## src/rtl/unit_rail_pkg.sv

```systemverilog
// Shared constants and helpers for the per-unit rail sequencer.
// Assumes rail index 0 is the fastest (highest-voltage) rail and that
// the unit's delay on rail i is i+1 clock cycles.
package unit_rail_pkg;

    localparam int DEF_NUM_RAILS = 3;

    // Index of the fastest rail; also the reset rail.
    localparam int TOP_RAIL = 0;

    // Minimum run length needed before an upward move pays off.
    function automatic int min_run_for(input bit is_mult, input int add_run, input int mul_run);
        return is_mult ? mul_run : add_run;
    endfunction

endpackage

```

## src/rtl/unit_rail_decide.sv

```systemverilog
// Combinational issue/rail decision for one cycle.
// Assumes: busy blocks both issue and rail moves; a pending gated move
// overrides the live request; indices >= NUM_RAILS are not rail requests.
module unit_rail_decide #(
    parameter int NUM_RAILS = 3,
    localparam int RW = (NUM_RAILS > 1) ? $clog2(NUM_RAILS) : 1
) (
    input  logic [RW-1:0] cur_rail,
    input  logic [RW-1:0] req_rail,
    input  logic          gating,
    input  logic [RW-1:0] pend_rail,
    input  logic          busy,
    input  logic          op_valid,
    input  logic          gate_on_down,
    output logic          ready,
    output logic          accept,
    output logic [RW-1:0] nxt_rail,
    output logic [RW-1:0] tgt_rail,
    output logic          start_gate,
    output logic          rail_up,
    output logic          rail_move
);

    logic req_ok;

    // Pick the rail the unit is heading for this cycle.
    always_comb begin
        req_ok = (32'(req_rail) < NUM_RAILS);
        if (gating)
            tgt_rail = pend_rail;
        else if (req_ok)
            tgt_rail = req_rail;
        else
            tgt_rail = cur_rail;
    end

    // Decide whether an operation is taken and where the rail goes next.
    always_comb begin
        ready      = 1'b0;
        nxt_rail   = cur_rail;
        start_gate = 1'b0;
        rail_up    = 1'b0;
        if (busy) begin
            ready = 1'b0;
        end else if (gating) begin
            ready    = 1'b1;
            nxt_rail = pend_rail;
        end else if (tgt_rail == cur_rail) begin
            ready = 1'b1;
        end else if (tgt_rail > cur_rail) begin
            if (gate_on_down) begin
                start_gate = 1'b1;
            end else begin
                ready    = 1'b1;
                nxt_rail = tgt_rail;
            end
        end else begin
            rail_up  = 1'b1;
            nxt_rail = tgt_rail;
        end
    end

    // Derived strobes for the trackers.
    always_comb begin
        accept    = ready && op_valid;
        rail_move = (nxt_rail != cur_rail) || start_gate;
    end

endmodule

```

## src/rtl/unit_lat_tracker.sv

```systemverilog
// Tracks outstanding results: raises busy while a multi-cycle result
// would collide with a new issue, and strobes res_valid in the capture
// cycle. Assumes delay on rail i is i+1 and at most NUM_RAILS cycles.
module unit_lat_tracker #(
    parameter int NUM_RAILS = 3,
    localparam int RW  = (NUM_RAILS > 1) ? $clog2(NUM_RAILS) : 1,
    localparam int CW  = $clog2(NUM_RAILS + 1),
    localparam int SW  = NUM_RAILS + 1
) (
    input  logic          clk,
    input  logic          rst_n,
    input  logic          accept,
    input  logic [RW-1:0] exec_rail,
    output logic          busy,
    output logic          res_valid
);

    logic [CW-1:0] hold_cnt;
    logic [CW-1:0] dly;
    logic [SW-1:0] due;

    // Delay of the rail the accepted operation will run on.
    always_comb dly = CW'(exec_rail) + CW'(1);

    // Count the cycles during which a new issue must be held off.
    always_ff @(posedge clk) begin
        if (!rst_n)
            hold_cnt <= '0;
        else if (accept)
            hold_cnt <= dly - CW'(1);
        else if (hold_cnt != '0)
            hold_cnt <= hold_cnt - CW'(1);
    end

    // Shift a marker down so that bit 0 lands in the capture cycle.
    always_ff @(posedge clk) begin
        if (!rst_n)
            due <= '0;
        else
            due <= (due >> 1) | (accept ? (SW'(1) << dly) : SW'(0));
    end

    assign busy      = (hold_cnt != '0);
    assign res_valid = due[0];

endmodule

```

## src/rtl/unit_run_monitor.sv

```systemverilog
// Counts operations fired since the rail was last entered and flags an
// upward move that comes before MIN_RUN operations have run.
// Assumes the count saturates at MIN_RUN and restarts on any move.
module unit_run_monitor #(
    parameter int MIN_RUN = 4,
    localparam int KW = $clog2(MIN_RUN + 1)
) (
    input  logic clk,
    input  logic rst_n,
    input  logic accept,
    input  logic rail_move,
    input  logic rail_up,
    output logic short_run
);

    logic [KW-1:0] run_cnt;

    // Restart on a move, otherwise count accepted operations up to the limit.
    always_ff @(posedge clk) begin
        if (!rst_n)
            run_cnt <= '0;
        else if (rail_move)
            run_cnt <= accept ? KW'(1) : KW'(0);
        else if (accept && (32'(run_cnt) < MIN_RUN))
            run_cnt <= run_cnt + KW'(1);
    end

    // One-cycle flag when an upward move beats the break-even length.
    always_ff @(posedge clk) begin
        if (!rst_n)
            short_run <= 1'b0;
        else
            short_run <= rail_up && (32'(run_cnt) < MIN_RUN);
    end

endmodule

```

## src/rtl/unit_rail_ctrl.sv

```systemverilog
// Top of the per-unit supply rail sequencer. Holds the current rail, a
// one-cycle gating state, and the registered fire strobe; drives the
// header enables and the level-converter enable.
// Assumes the requester holds an offered operation until op_ready.
module unit_rail_ctrl #(
    parameter int NUM_RAILS   = unit_rail_pkg::DEF_NUM_RAILS,
    parameter bit IS_MULT     = 1'b0,
    parameter int ADD_MIN_RUN = 4,
    parameter int MUL_MIN_RUN = 1,
    localparam int RW      = (NUM_RAILS > 1) ? $clog2(NUM_RAILS) : 1,
    localparam int LW      = $clog2(NUM_RAILS + 1),
    localparam int MIN_RUN = unit_rail_pkg::min_run_for(IS_MULT, ADD_MIN_RUN, MUL_MIN_RUN)
) (
    input  logic                 clk,
    input  logic                 rst_n,
    input  logic [RW-1:0]        req_rail,
    input  logic                 op_valid,
    input  logic                 subvt_mode,
    input  logic                 gate_on_down,
    output logic [NUM_RAILS-1:0] hdr_en,
    output logic                 op_ready,
    output logic                 op_fire,
    output logic                 busy,
    output logic                 res_valid,
    output logic [LW-1:0]        lat_cycles,
    output logic                 lvl_conv_en,
    output logic                 short_run
);

    logic [RW-1:0] cur_rail;
    logic [RW-1:0] pend_rail;
    logic          gating;
    logic          accept;
    logic [RW-1:0] nxt_rail;
    logic [RW-1:0] tgt_rail;
    logic          start_gate;
    logic          rail_up;
    logic          rail_move;

    unit_rail_decide #(.NUM_RAILS(NUM_RAILS)) u_decide (
        .cur_rail     (cur_rail),
        .req_rail     (req_rail),
        .gating       (gating),
        .pend_rail    (pend_rail),
        .busy         (busy),
        .op_valid     (op_valid),
        .gate_on_down (gate_on_down),
        .ready        (op_ready),
        .accept       (accept),
        .nxt_rail     (nxt_rail),
        .tgt_rail     (tgt_rail),
        .start_gate   (start_gate),
        .rail_up      (rail_up),
        .rail_move    (rail_move)
    );

    unit_lat_tracker #(.NUM_RAILS(NUM_RAILS)) u_lat (
        .clk       (clk),
        .rst_n     (rst_n),
        .accept    (accept),
        .exec_rail (nxt_rail),
        .busy      (busy),
        .res_valid (res_valid)
    );

    unit_run_monitor #(.MIN_RUN(MIN_RUN)) u_run (
        .clk       (clk),
        .rst_n     (rst_n),
        .accept    (accept),
        .rail_move (rail_move),
        .rail_up   (rail_up),
        .short_run (short_run)
    );

    // Rail state: move to the decided rail, or park in the gating cycle.
    always_ff @(posedge clk) begin
        if (!rst_n) begin
            cur_rail  <= RW'(unit_rail_pkg::TOP_RAIL);
            pend_rail <= RW'(unit_rail_pkg::TOP_RAIL);
            gating    <= 1'b0;
        end else begin
            gating   <= start_gate;
            cur_rail <= nxt_rail;
            if (start_gate)
                pend_rail <= tgt_rail;
        end
    end

    // Fire strobe: the accepted operation executes in the following cycle.
    always_ff @(posedge clk) begin
        if (!rst_n)
            op_fire <= 1'b0;
        else
            op_fire <= accept;
    end

    // Header decode: one enable per rail, all off while gating.
    for (genvar g = 0; g < NUM_RAILS; g++) begin : g_hdr
        assign hdr_en[g] = !gating && (32'(cur_rail) == g);
    end

    // Latency hint and converter enable follow the current rail.
    always_comb begin
        lat_cycles  = LW'(cur_rail) + LW'(1);
        lvl_conv_en = !subvt_mode && (32'(cur_rail) != unit_rail_pkg::TOP_RAIL);
    end

endmodule

```

## config.mk

```make
export PLATFORM = sky130hd
export DESIGN_NAME = unit_rail_ctrl
export DESIGN_NICKNAME = d
export VERILOG_FILES = /design/src/rtl/unit_rail_pkg.sv /design/src/rtl/unit_rail_decide.sv /design/src/rtl/unit_lat_tracker.sv /design/src/rtl/unit_run_monitor.sv /design/src/rtl/unit_rail_ctrl.sv
export SDC_FILE = /design/constraint.sdc
export NUM_CORES = 1
export LEC_CHECK = 0
export BUFFER_PORTS_ARGS = -buffer_cell sky130_fd_sc_hd__clkbuf_2
export CAP_MARGIN = 20
export CORE_ASPECT_RATIO = 1.2
export CORE_MARGIN = 2
export CORE_UTILIZATION = 59
export CTS_CLUSTER_DIAMETER = 80
export DETAILED_ROUTE_END_ITERATION = 10
export PLACE_DENSITY = 0.9
export SLEW_MARGIN = 20
export SYNTH_ARGS = -nofsm -noshare
export SYNTH_HDL_FRONTEND = slang
export SYNTH_HIERARCHICAL = 1
export SYNTH_SLANG_ARGS = --single-unit
```

## constraint.sdc

```tcl
create_clock -name clk -period 5.9 [get_ports clk]
set_input_delay 0 -clock clk [delete_from_list [all_inputs] [get_ports clk]]
set_output_delay 0 -clock clk [all_outputs]
set_load 0.005 [all_outputs]
```

; ---- Word-level counts from Yosys, hierarchy flattened
; Index checks and enable logic that the tools add are counted.
[totals]
word_cells = 64
out_inout_bits = 11
register_bits = 16
[op_classes]
shift = 1
order_cmp = 3
addsub = 5
bitwise = 1
n_eq_ne = 4
reduce_logical = 15
n_mux = 27
[ops]
columns = op, n
row1 = 2-to-1 mux 2 bit, 9
row2 = 2-to-1 mux 1 bit, 15
row3 = nonzero test 2 bit, 4
row4 = logical AND 1 bit, 7
row5 = 2-to-1 mux 3 bit, 2
row6 = adder 2 x 1 -> 2 bit (second input constant), 2
row7 = 2-to-1 mux 4 bit, 1
row8 = OR 3 x 4 -> 4 bit, 1
row9 = left shift 1 x 2 -> 4 bit (first input constant), 1
row10 = subtractor 2 x 1 -> 2 bit (second input constant), 2
row11 = adder 3 x 1 -> 3 bit (second input constant), 1
row12 = < comparator 3 bit (second input constant), 1
row13 = equality test 2 x 1 -> 1 bit (second input constant), 1
row14 = equality test 2 bit, 1
row15 = equality test 2 bit (second input constant), 1
row16 = greater-than comparator 2 bit, 1
row17 = zero test 1 bit, 2
row18 = zero test 2 bit, 1
row19 = < comparator 2 bit (second input constant), 1
row20 = != test 2 bit, 1
row21 = logical OR 1 bit, 1

; ---- Longest topological paths before layout
[logic_depth]
ltp_word = 12
mapped_depth = 13
depth_no_buf = 13

; ---- Modules after synthesis
; Netlist, hierarchy kept.
[modules_own_cells]
columns = module, instances, cells_per_inst, area_each_um2
row1 = unit_rail_decide, 1, 64, 395.4
row2 = unit_lat_tracker, 1, 27, 260.2
row3 = unit_rail_ctrl, 1, 23, 246.5
row4 = unit_run_monitor, 1, 18, 161.4

; ---- Worst setup path before layout
; OpenSTA, ideal clock, no wires.
[synth_path]
path_kind = reg-to-reg
from = register gating
to = register u_lat.hold_cnt[1]
path_slack_ns = 2.863
stages_incl_launch_ff = 13
arrival_ns = 2.952
n_path_buf = 1
setup_ns = 0.086
path_cell_list = dfxtp_1 -> clkbuf_1 -> o21ai_0 -> ha_1 -> nand2b_1 -> a211oi_2 -> a211oi_1 -> or2_1 -> a221oi_2 -> inv_1 -> ha_1 -> xnor2_1 -> a211oi_1
[synth_via]
elab_chain_cells = 9
word_cells_on_any_way = 17
cone_classes = add/sub (2) / order compare (1) / eq/ne (1) / mux (11) / reduce/logical (2)
[synth_rtl]
columns = element, line_no
row1 = "start, declared", unit_rail_ctrl.sv:32  ; logic gating;
row2 = "start signal, assigned", unit_rail_ctrl.sv:82  ; gating <= start_gate;
row3 = 2-to-1 mux 2 bit *, unit_rail_decide.sv:29  ; if (gating)
row4 = named net tgt_rail[1], unit_rail_ctrl.sv:35  ; logic [RW-1:0] tgt_rail;
row5 = greater-than comparator 2 bit, unit_rail_decide.sv:50  ; end else if (tgt_rail > cur_rail) begin
row6 = 2-to-1 mux 2 bit, unit_rail_decide.sv:50
row7 = 2-to-1 mux 2 bit *, unit_rail_decide.sv:48  ; end else if (tgt_rail == cur_rail) begin
row8 = 2-to-1 mux 2 bit *, unit_rail_decide.sv:45  ; end else if (gating) begin
row9 = 2-to-1 mux 2 bit *, unit_rail_decide.sv:43  ; if (busy) begin
row10 = named net nxt_rail[0], unit_rail_ctrl.sv:34  ; logic [RW-1:0] nxt_rail;
row11 = adder 2 x 1 -> 2 bit *, unit_lat_tracker.sv:23  ; always_comb dly = CW'(exec_rail) + CW'(1);
row12 = subtractor 2 x 1 -> 2 bit *, unit_lat_tracker.sv:30  ; hold_cnt <= dly - CW'(1);
row13 = 2-to-1 mux 2 bit *, unit_lat_tracker.sv:29  ; else if (accept)
row14 = "end signal, assigned", unit_lat_tracker.sv:30
row15 = "end signal, assigned", unit_lat_tracker.sv:32  ; hold_cnt <= hold_cnt - CW'(1);
row16 = "end, declared", unit_lat_tracker.sv:18  ; logic [CW-1:0] hold_cnt;
; Mark *: on every way through the listed nets, which the timed path passes. The rest lies on a longest branch.
; A chain may end at the register's enable or synchronous reset.

; ---- Worst setup path after layout
[layout_path]
from = register gating
to = register u_lat.hold_cnt[1]
[layout_via]
elab_chain_cells = 9
word_cells_on_any_way = 17
cone_classes = add/sub (2) / order compare (1) / eq/ne (1) / mux (11) / reduce/logical (2)
[layout_rtl]
columns = element, line_no
row1 = 2-to-1 mux 2 bit *, unit_rail_decide.sv:29
row2 = named net tgt_rail[1], unit_rail_ctrl.sv:35
row3 = greater-than comparator 2 bit / 2-to-1 mux 2 bit (equally long branches), "unit_rail_decide.sv:50, unit_rail_decide.sv:51"
row4 = 2-to-1 mux 2 bit, unit_rail_decide.sv:50
row5 = 2-to-1 mux 2 bit *, unit_rail_decide.sv:48
row6 = 2-to-1 mux 2 bit *, unit_rail_decide.sv:45
row7 = 2-to-1 mux 2 bit *, unit_rail_decide.sv:43
row8 = named net nxt_rail[1], unit_rail_ctrl.sv:34
row9 = adder 2 x 1 -> 2 bit *, unit_lat_tracker.sv:23
row10 = subtractor 2 x 1 -> 2 bit *, unit_lat_tracker.sv:30
row11 = 2-to-1 mux 2 bit *, unit_lat_tracker.sv:29
; Marked as above.

==> metrics.md <==
| Metric | Value |
|---|---|
| Metal-1 WL | ~1 mm |
| Arr. time, crit path | 3.57 ns |
| Die Ht | 50.5 um |
| Crit-path max FO | 17 |
| Fmax | 297 MHz |
| Worst Hold Depth | 3 |
| Core Rows | 16 |
| Synth async-reset ratio | 0% |
| DIE AREA | between 0.002 and 0.0025 mm^2 |
| Setup TNS | 0 ns |
| Final Skew | between 0.0007 and 0.0008 ns |
| CTS HTree Levels | 1 |
| Clock Path Buffers | 2 |
| Result of the run | complete, no violations |
| Reg2Reg Setup Slack | around 2.5 ns |
| Die Wd | 42.8 um |
| Drt total wl | ~2.3 mm |
| EDFF count, synth | 0 |
| Final HPWL DP | between 1.5 and 2 mm |
| CTS tree | built |
| Synth area leader | dfxtp_1 |
| Initial antenna violation count | 0 |
| Max_cap viols | 0 |
| Via Count | between 900 and 1000 |
| Post-CTS resize count | 0 |
| Fin crit share | between 50 and 60% |
| Final setup fails | 0 |
| Clock sinks | 16 |
| Core area | around 0.0017 mm^2 |
| Top FF cell, synth | dfxtp_1 |
| Clock transition at path regs | approximately 0.09 ns |
| Gpl congestion | between 0.9 and 1 |
| Wire length on met3 | approximately 100 um |
| RSZ-0062 raised after global routing | false |
| First-pass GRT wire length | ~4.3 mm |
| Count of TritonRoute iterations in the first routing pass | 5 |
| Ports | 18 |
| Layout area overhead | 12.4% |
| Final min period | around 3.4 ns |
| # diodes | 0 |
| Vias/cell | 5.87 |
| Startpoint Class | flop |
| Root buffer cell | clkbuf_4 |
| Drt wl/cell | 13.9 um |
| Cells after Synth | 132 |
| Hold Path Sink | u_run/short_run |
| Slew @ Worst Pin | approximately 0.51 ns |
| Synth cell count leaders | dfxtp_1 (16), nor2_1 (15), a21oi_1 (12), inv_1 (11), ha_1 (9) |
| CTS Hold Bufs | 0 |
| Placed cell count | 164 |
| Required @ worst endpoint | 6.10 ns |
| DRC | 0 |
| Setup Buffers After CTS | 0 |
| Gr ovfl total | 0 |
| Top Layer Used | met4 |
| Post-Syn Area per Cell | roughly 8.1 um^2 |
| Hold wc startpoint | rst_n |
| Layout cells sized above 1 | 18.7% |
| Netlist cell types | 38 |
| Most common cell in the netlist | dfxtp_1 |
| Wire length on met2 | 1.21 mm |
| Antenna Violating Nets Remaining | 0 |
| Power Density | between 500 and 600 mW/mm^2 |
| Final nets | between 150 and 200 |
| Final hold viol count | 0 |
| CTS Buf Count | 3 |
| Initial Util | 64.0% |
| Maximum vdd drop | 0.000343 V |
| Yosys reg bits | 16 |
| Fin. max-slew vios | 0 |
| YS warnings | 6 |
| Synth top area share | roughly 30% |
| Reg2reg path depth | 11 |
| Top cells by area, synth | dfxtp_1 (30%), ha_1 (11%), a21oi_1 (5.6%), nor2_1 (5.3%), nor2b_1 (4.1%) |
| Crit Path Category | flop to flop |
| Vias in the first global route | 958 |
| Gr usage total | approximately a quarter |
| Fin cells | between 150 and 200 |
| Pin count of the biggest net entering global routing | 18 |
| Clock latency at the later pin of the worst-skew pair | between 0.2 and 0.3 ns |
| P_leak | approximately 0.00053 uW |
| Crit. End Element | flop |
| Mapped Area | between 0.001 and 0.0015 mm^2 |
| Launch point of the worst reg-to-reg path | gating |
| Relative slew slack | 66.0% |
| Initial DRC count | 29 |
| Mapped Nets | around 150 |
| HP Class | input pin to flop |
| Port Buffers | 17 |
| Crit Reg-Reg Endpoint | u_lat/hold_cnt[1] |
| Seq/Total Area, Yosys | a little under a third |
## where the power goes
group,internal (uW),switching (uW),total (uW)
sequential,137,30.5,168
clock,37.5,32.8,70.3
combinational,171,215,387
total,346,279,625
## sequential cells by signal, indices dropped and copies added, names as in the netlist
register and flops:
cur_rail 2, gating 1, op_fire 1, pend_rail 2, u_lat/due 4, u_lat/hold_cnt 2, u_run/run_cnt 3, u_run/short_run 1
## routing by layer
layer  track usage [%]  up-vias
met3              3.60        4
met5                 0        -
li1                  -      487
met4              7.29        0
met2              43.7       36
met1              31.9      459
## stage by stage
stage,instance area [um^2],total power (uW),hold WS [ns],setup slack [ns],utilization [%]
2_1_floorplan,1060,448,0.0269,2.86,-
3_3_place_gp,1160,531,0.199,2.73,69.7
3_5_place_dp,1160,550,0.199,2.57,69.7
4_1_cts,1190,623,0.0480,2.55,71.9
5_1_grt,1190,693,0.0780,2.11,71.9
6_report,1190,625,0.0452,2.53,71.9
## layout make-up
| cell class | count | area [um^2] |
|---|---|---|
| tap | 18 | 22.5 |
| clock buffer | 4 | 36.3 |
| sequential | 16 | 320 |
| fill | 135 | 467 |
| inverter | 12 | 45.0 |
| timing repair buffer | 17 | 85.1 |
| multi-input combinational | 101 | 686 |
## logic make-up (layout without fill, tap and decap cells)
kind of cell	Yosys count	count (layout)	share of synthesized area, %
buf+inv	15	33	5.41
compound gates	34	34	20.9
mux	4	4	3.76
simple gates	51	51	26.7
xor+xnor	3	3	2.47
fa+ha+maj	9	9	10.6
flops	16	16	30.1
## worst max-delay path by stage
stage / startpoint / endpoint / slack, ns / depth (start not counted)
3_5_place_dp: gating / u_lat/hold_cnt[1] / 2.57 / 11
6_report: gating / u_lat/hold_cnt[1] / 2.53 / 11
5_1_grt: gating / u_lat/hold_cnt[1] / 2.11 / 11
4_1_cts: gating / u_lat/hold_cnt[1] / 2.55 / 11
3_3_place_gp: gating / u_lat/hold_cnt[1] / 2.73 / 11
2_1_floorplan: gating / u_lat/hold_cnt[1] / 2.86 / 12
## cell usage in the layout, fill, tap and decap left out, drive strengths merged, types with 3 or more instances in the layout
master,count
ha,9
and2,6
nand2b,6
nand2,5
a21oi,12
nor2,15
xnor2,3
dfxtp,16
inv,12
clkbuf,21
nor2b,7
mux2i,4
nand3b,3
o22ai,3
a211oi,3
o21ai,7
## worst max-delay path, cell delays in order, from the launching register on
cell and delay (ns):
dfxtp_1 0.65, o21ai_0 0.23, ha_1 0.42, inv_1 0.08
a2111oi_0 0.45, o22ai_1 0.20, mux2i_1 0.15, a21oi_1 0.33
inv_1 0.12, ha_1 0.30, xnor2_1 0.13, a211oi_1 0.23
No activity file was read; power rests on OpenSTA's default activity.
